===== src/rtl/bsb_pkg.sv =====
package bsb_pkg;
  // bit positions inside the configuration word
  localparam int EN_BIT  = 2;
  localparam int FIX_LSB = 3;
  localparam int VB_BIT  = 5;
  localparam int IDX_LSB = 16;
  localparam int SEL_LSB = 24;

  // strobes from control to datapath
  typedef struct packed {
    logic capture;
    logic swWrFrom;
    logic swWrTo;
  } bsbStrobe_t;
endpackage


===== src/rtl/bsb_ctrl.sv =====
module bsb_ctrl
  import bsb_pkg::*;
#(
  parameter int DEPTH   = 16,
  parameter int NUM_CNT = 8,
  parameter int DATA_W  = 64,
  parameter int RA_W    = 6
) (
  input  logic                       clk,
  input  logic                       rstN,
  input  logic                       brValid,
  input  logic [NUM_CNT-1:0]         ovfIn,
  input  logic                       regWrEn,
  input  logic [RA_W-1:0]            regAddr,
  input  logic [DATA_W-1:0]          regWrData,
  output bsbStrobe_t                 strobe,
  output logic [$clog2(DEPTH)-1:0]   capIdx,
  output logic [$clog2(DEPTH)-1:0]   swIdx,
  output logic                       cfgSel,
  output logic [DATA_W-1:0]          cfgRdData,
  output logic                       irqOut
);
  localparam int IDX_W    = $clog2(DEPTH);
  localparam int SEL_W    = $clog2(NUM_CNT);
  localparam int CFG_ADDR = 2 * DEPTH;
  localparam logic [IDX_W-1:0] LAST_IDX = IDX_W'(DEPTH - 1);

  logic             enQ, vbQ, pendQ, irqQ;
  logic [IDX_W-1:0] idxQ;
  logic [SEL_W-1:0] selQ;
  logic             cfgHit, entryHit, ovfHit;

  assign cfgSel   = (regAddr == RA_W'(CFG_ADDR));
  assign cfgHit   = regWrEn && cfgSel;
  assign entryHit = regWrEn && (regAddr < RA_W'(CFG_ADDR));
  assign ovfHit   = ovfIn[selQ];

  assign swIdx           = regAddr[IDX_W:1];
  assign capIdx          = idxQ;
  assign strobe.capture  = brValid && enQ && !cfgHit;
  assign strobe.swWrFrom = entryHit && !regAddr[0];
  assign strobe.swWrTo   = entryHit && regAddr[0];

  // configuration state: software write has priority over capture
  always_ff @(posedge clk) begin
    if (!rstN) begin
      enQ  <= 1'b0;
      vbQ  <= 1'b0;
      idxQ <= '0;
      selQ <= '0;
    end else if (cfgHit) begin
      enQ  <= regWrData[EN_BIT];
      vbQ  <= regWrData[VB_BIT];
      idxQ <= regWrData[IDX_LSB +: IDX_W];
      selQ <= regWrData[SEL_LSB +: SEL_W];
    end else if (strobe.capture) begin
      vbQ <= 1'b1;
      if (idxQ == LAST_IDX) begin
        idxQ <= '0;
        enQ  <= 1'b0;
      end else begin
        idxQ <= idxQ + 1'b1;
      end
    end
  end

  // overflow hold: pending while recording, released once enable is low
  always_ff @(posedge clk) begin
    if (!rstN) begin
      pendQ <= 1'b0;
      irqQ  <= 1'b0;
    end else begin
      irqQ  <= pendQ && !enQ;
      pendQ <= ovfHit || (pendQ && enQ);
    end
  end
  assign irqOut = irqQ;

  always_comb begin
    cfgRdData = '0;
    cfgRdData[EN_BIT]               = enQ;
    cfgRdData[FIX_LSB +: 2]         = 2'b11;
    cfgRdData[VB_BIT]               = vbQ;
    cfgRdData[IDX_LSB +: IDX_W]     = idxQ;
    cfgRdData[SEL_LSB +: SEL_W]     = selQ;
  end

  // capture into the last entry ends the pass
  a_r5_full_stops: assert property (@(posedge clk) disable iff (!rstN)
    strobe.capture && idxQ == LAST_IDX |=> !enQ && idxQ == '0);
  // idle index does not move without a software write
  a_r4_idle_hold: assert property (@(posedge clk) disable iff (!rstN)
    !enQ && !cfgHit |=> $stable(idxQ));
  // no interrupt is emitted while recording was active
  a_r6_irq_held: assert property (@(posedge clk) disable iff (!rstN)
    irqOut |-> $past(!enQ));
  // a capture leaves the valid flag set
  a_r3_vb_set: assert property (@(posedge clk) disable iff (!rstN)
    strobe.capture |=> vbQ);
  // valid flag is sticky until a configuration write
  a_r13_vb_sticky: assert property (@(posedge clk) disable iff (!rstN)
    vbQ && !cfgHit |=> vbQ);
endmodule


===== src/rtl/bsb_data.sv =====
module bsb_data
  import bsb_pkg::*;
#(
  parameter int DEPTH  = 16,
  parameter int ADDR_W = 48,
  parameter int DATA_W = 64,
  parameter int RA_W   = 6
) (
  input  logic                       clk,
  input  logic                       rstN,
  input  bsbStrobe_t                 strobe,
  input  logic [$clog2(DEPTH)-1:0]   capIdx,
  input  logic [$clog2(DEPTH)-1:0]   swIdx,
  input  logic [ADDR_W-1:0]          brFrom,
  input  logic [ADDR_W-1:0]          brTo,
  input  logic [DATA_W-1:0]          regWrData,
  input  logic [RA_W-1:0]            regAddr,
  output logic [DATA_W-1:0]          entryRdData
);
  localparam int IDX_W = $clog2(DEPTH);
  localparam int EXT_W = DATA_W - ADDR_W;

  logic [ADDR_W-1:0] fromQ [DEPTH];
  logic [ADDR_W-1:0] toQ   [DEPTH];
  logic [ADDR_W-1:0] rdRaw;

  for (genvar i = 0; i < DEPTH; i++) begin : g_entry
    logic capHere, swHere;
    assign capHere = strobe.capture && (capIdx == IDX_W'(i));
    assign swHere  = (swIdx == IDX_W'(i));
    always_ff @(posedge clk) begin
      if (!rstN) begin
        fromQ[i] <= '0;
        toQ[i]   <= '0;
      end else if (capHere) begin
        fromQ[i] <= brFrom;
        toQ[i]   <= brTo;
      end else begin
        if (strobe.swWrFrom && swHere) fromQ[i] <= regWrData[ADDR_W-1:0];
        if (strobe.swWrTo && swHere)   toQ[i]   <= regWrData[ADDR_W-1:0];
      end
    end
  end

  always_comb begin
    rdRaw = '0;
    if (regAddr < RA_W'(2 * DEPTH))
      rdRaw = regAddr[0] ? toQ[regAddr[IDX_W:1]] : fromQ[regAddr[IDX_W:1]];
  end
  assign entryRdData = {{EXT_W{rdRaw[ADDR_W-1]}}, rdRaw};

  // a capture lands in the entry named by the write index
  a_r3_capture_stores: assert property (@(posedge clk) disable iff (!rstN)
    strobe.capture |=> toQ[$past(capIdx)] == $past(brTo)
                    && fromQ[$past(capIdx)] == $past(brFrom));
  // software target write takes effect when no capture competes
  a_r11_sw_to: assert property (@(posedge clk) disable iff (!rstN)
    strobe.swWrTo && !(strobe.capture && capIdx == swIdx)
    |=> toQ[$past(swIdx)] == $past(regWrData[ADDR_W-1:0]));
endmodule


===== src/rtl/branch_sample_buf.sv =====
module branch_sample_buf
  import bsb_pkg::*;
#(
  parameter int DEPTH   = 16,
  parameter int ADDR_W  = 48,
  parameter int DATA_W  = 64,
  parameter int NUM_CNT = 8,
  localparam int RA_W   = $clog2(2 * DEPTH) + 1
) (
  input  logic               clk,
  input  logic               rstN,
  input  logic               brValid,
  input  logic [ADDR_W-1:0]  brFrom,
  input  logic [ADDR_W-1:0]  brTo,
  input  logic [NUM_CNT-1:0] ovfIn,
  input  logic               regWrEn,
  input  logic [RA_W-1:0]    regAddr,
  input  logic [DATA_W-1:0]  regWrData,
  output logic [DATA_W-1:0]  regRdData,
  output logic               irqOut
);
  localparam int IDX_W = $clog2(DEPTH);

  bsbStrobe_t        strobe;
  logic [IDX_W-1:0]  capIdx, swIdx;
  logic              cfgSel;
  logic [DATA_W-1:0] cfgRdData, entryRdData;

  bsb_ctrl #(.DEPTH(DEPTH), .NUM_CNT(NUM_CNT), .DATA_W(DATA_W), .RA_W(RA_W)) u_ctrl (
    .clk(clk), .rstN(rstN), .brValid(brValid), .ovfIn(ovfIn),
    .regWrEn(regWrEn), .regAddr(regAddr), .regWrData(regWrData),
    .strobe(strobe), .capIdx(capIdx), .swIdx(swIdx), .cfgSel(cfgSel),
    .cfgRdData(cfgRdData), .irqOut(irqOut)
  );

  bsb_data #(.DEPTH(DEPTH), .ADDR_W(ADDR_W), .DATA_W(DATA_W), .RA_W(RA_W)) u_data (
    .clk(clk), .rstN(rstN), .strobe(strobe), .capIdx(capIdx), .swIdx(swIdx),
    .brFrom(brFrom), .brTo(brTo), .regWrData(regWrData), .regAddr(regAddr),
    .entryRdData(entryRdData)
  );

  assign regRdData = cfgSel ? cfgRdData : entryRdData;
endmodule


===== config.mk =====
export PLATFORM = sky130hd
export DESIGN_NAME = branch_sample_buf
export DESIGN_NICKNAME = d
export VERILOG_FILES = /design/src/rtl/bsb_pkg.sv /design/src/rtl/bsb_ctrl.sv /design/src/rtl/bsb_data.sv /design/src/rtl/branch_sample_buf.sv
export SDC_FILE = /design/constraint.sdc
export NUM_CORES = 2
export LEC_CHECK = 0
export CAP_MARGIN = 20
export CORE_ASPECT_RATIO = 0.8
export CORE_MARGIN = 1
export CORE_UTILIZATION = 40
export CTS_BUF_LIST = sky130_fd_sc_hd__clkbuf_8
export DETAILED_ROUTE_END_ITERATION = 10
export GPL_TIMING_DRIVEN = 0
export PLACE_DENSITY = 0.65
export SYNTH_ARGS = -nofsm -noshare
export SYNTH_HDL_FRONTEND = slang
export SYNTH_HIERARCHICAL = 1
export SYNTH_SLANG_ARGS = --single-unit

===== constraint.sdc =====
create_clock -name clk -period 12.6 [get_ports clk]
set_clock_uncertainty 0.1 [all_clocks]
set_input_delay 2.52 -clock clk [delete_from_list [all_inputs] [get_ports clk]]
set_output_delay 2.52 -clock clk [all_outputs]
set_load 0.01 [all_outputs]

==> reports/metrics.yaml <==
detailed_routing:
  drt-wirelength-per-cell_um: 37.9
  drc: 0
  drt_iter0_drc: 9887
  drt_pass1_iterations: 7
  routed_via_density: 6.89
  routed_wirelength_um: 317000
  vias: 57600
  drtAntennaViolNets: 0
timing:
  worst_slack_ns: 2.47
  finalSetupViolCount: 0
  fmax_mhz: 98.8
  worst_slew_pin_slew_ns: 1.36
  period_needed_ns: 10.13
  rsz0062_at_grt: "false"
  setup_tns_ns: 0
  slew_headroom: 0.0908
  maxSlewViolCount: 0
  fin_crit_sh: 0.804
  hold_violations: 0
global_route:
  grt_pass1_vias: 54900
  grt_pass1_wl_um: 431000
  grt_max_degree: 49
  grt.total_usage: 0.314
  antenna_found_initial: 44
  gr-total-overflow: 0
synth:
  synth_top_area_share: 0.590
  synth_top_area_cell: "edfxtp_1"
  seq_area_frac_synth: 0.593
  avgSynthCellArea_um2: 15.4
  synth_area_leaders: "edfxtp_1 59%, a22o_1 17%, mux4_2 9.6%, mux2i_1 2.5%, clkbuf_1 1.9%"
  synthArstFlopShare: 0
  ys.flop_type: "edfxtp_1"
  yosys_warnings: 6
  synth_cells: 5084
  synth-edff-count: 1536
  yosys.cell_types.count: 64
  synthesis.area_um2: 78200
  synth_seq_cells: 1547
clock_tree:
  hold_buffers: 0
  ctsResizeCount: 0
  worstSkewPairLatency_ns: 1.00
  post_cts_buffers: 0
  clock-root-buffer: "clkbuf_8"
  clock_sinks: 1547
  clkTransAtPathRegs_ns: 0.06
  cts.path.max_buffers: 3
  cts_inserted_buffers: 238
  cts_tree: "built"
  cts_max_level: 4
floorplanning:
  core-area_um2: 193000
  ios: 243
  die_w_um: 496
  rows: 144
  fp.dieH_um: 397
  dieArea_um2: 197000
  start_util: 0.404
run:
  max_cap_violations: 0
worst_setup_path:
  crit_fanout: 10
  worstPathArrival_ns: 7.51
  reg2reg_from: "u_ctrl/enQ"
  path_class: "in -> out"
  required_ns: 9.98
  r2r_end: "u_data/fromQ[8][28]"
  critPathLaunch: "regAddr[3]"
  r2r_slack_ns: 7.59
  crit_path_end: "regRdData[44]"
  reg2regPathDepth: 13
  worst_setup_path_end_kind: "primary output"
  startpoint_type: "input pin"
placed_design:
  port-buffer-count: 130
  place_ws_ns: 2.72
  dp_hpwl_um: 223000
  gp_congestion: 0.976
  place_area_um2: 84400
finish:
  final_layout_size_suffix_gt1_frac: 0.214
  fin_area_um2: 88700
  nets: 5765
  nFillCells: 16900
  syn_to_final_growth_pct: 13.4
  final_cell_mix: "1536 x a22o_1, 1536 x edfxtp_1, 397 x clkbuf_1"
power:
  power.density_nw_per_um2: 125
  irDropWorstVdd_v: 0.0000873
  p_leak_nw: 31.2
  total_power_w: 0.0111
outcome:
  outcome: "finished, final reports clean"
hold_path:
  hold_path.class: "reg -> reg"
worst min path at each step:
stage | startpoint | cells past startpoint | end | slack (ns)
final | u_ctrl/pendQ | 2 | u_ctrl/irqOut | 0.33
after global routing | u_ctrl/pendQ | 2 | u_ctrl/irqOut | 0.37
after CTS | u_ctrl/pendQ | 2 | u_ctrl/irqOut | 0.34
after detailed placement | u_ctrl/pendQ | 2 | u_ctrl/irqOut | 0.32
after global placement | u_ctrl/pendQ | 2 | u_ctrl/irqOut | 0.32
after floorplan | u_ctrl/pendQ | 2 | u_ctrl/irqOut | 0.31
per-stage QoR:
step | std cells | utilization | hold slack, ns
floorplan | 5137 | - | 0.310
global placement | 7822 | 0.429 | 0.319
detailed placement | 7898 | 0.436 | 0.325
CTS | 8335 | 0.458 | 0.335
global route | 8353 | 0.459 | 0.371
finish | 8366 | 0.459 | 0.333
layer usage:
layer  vias to the layer above  wire length (um)  GRT usage
li1                      22200                 -          -
met1                     29200            110000      0.394
met2                      5303            133000      0.448
met3                       932             56600      0.156
met4                        22             17000      0.150
met5                         -               513     0.0121
synth_stat cells, types with 7 or more instances:
| cell type | number |
|---|---|
| a221o_1 | 48 |
| a221oi_1 | 41 |
| a22o_1 | 1536 |
| a22oi_1 | 48 |
| a31oi_1 | 48 |
| and2_1 | 8 |
| and3_1 | 12 |
| buf_1 | 100 |
| buf_12 | 10 |
| buf_2 | 241 |
| buf_4 | 129 |
| buf_6 | 38 |
| clkbuf_1 | 397 |
| dfxtp_1 | 11 |
| edfxtp_1 | 1536 |
| mux2_4 | 60 |
| mux2i_1 | 193 |
| mux4_2 | 334 |
| nand2_1 | 59 |
| nand3_1 | 35 |
| nand4_1 | 7 |
| nor2_1 | 44 |
| nor2b_1 | 7 |
| nor3_1 | 7 |
| o2111ai_1 | 7 |
| o21ai_0 | 35 |
final cells by class:
type	instances	area, um^2	area share
clock buffer	241	3320	0.0374
antenna	28	70.1	0.000790
timing repair buffer	209	2490	0.0281
buffer	928	4810	0.0542
multi-input combinational	2659	27600	0.311
clock inverter	196	897	0.0101
tap	2555	3200	0.0360
sequential	1547	46300	0.523
inverter	3	11.3	0.000127
worst max-delay path, stage by stage:
cell and delay (ns):
clkdlybuf4s50_1 0.64, buf_2 0.42, buf_2 0.58, buf_2 0.67, mux2i_1 0.18, a221oi_1 0.55
o21ai_0 0.41, a31oi_1 0.69, mux2_4 0.26, clkdlybuf4s50_1 0.54
sequential cells by signal (all words and copies together) (netlist names):
name	cells
u_ctrl/pendQ	1
u_ctrl/enQ	1
u_ctrl/selQ	3
u_ctrl/vbQ	1
u_ctrl/irqOut	1
u_data/toQ	768
u_ctrl/capIdx	4
u_data/fromQ	768
report_power, final:
part           total, W  switching, W  internal (W)  leakage (nW)
clock           0.00390       0.00209       0.00182          2.46
sequential      0.00598     0.0000735       0.00590          14.8
combinational   0.00125      0.000815      0.000438          14.0
kinds of logic (layout without fill, tap and decap cells):
family / Yosys count / in the layout / synth area share
AOI/OAI and AO/OA: 1793 / 1793 / 0.197
xor gates and xnor gates: 1 / 1 / 0.000112
adders and majority gates: 1 / 1 / 0.000160
buffers and inverters: 931 / 1577 / 0.0616
DFF: 1547 / 1547 / 0.593
muxes: 595 / 595 / 0.134
other: 2 / 83 / 0.0000960
and+or+nand+nor: 214 / 214 / 0.0139
No activity file was read; power rests on OpenSTA's default activity.
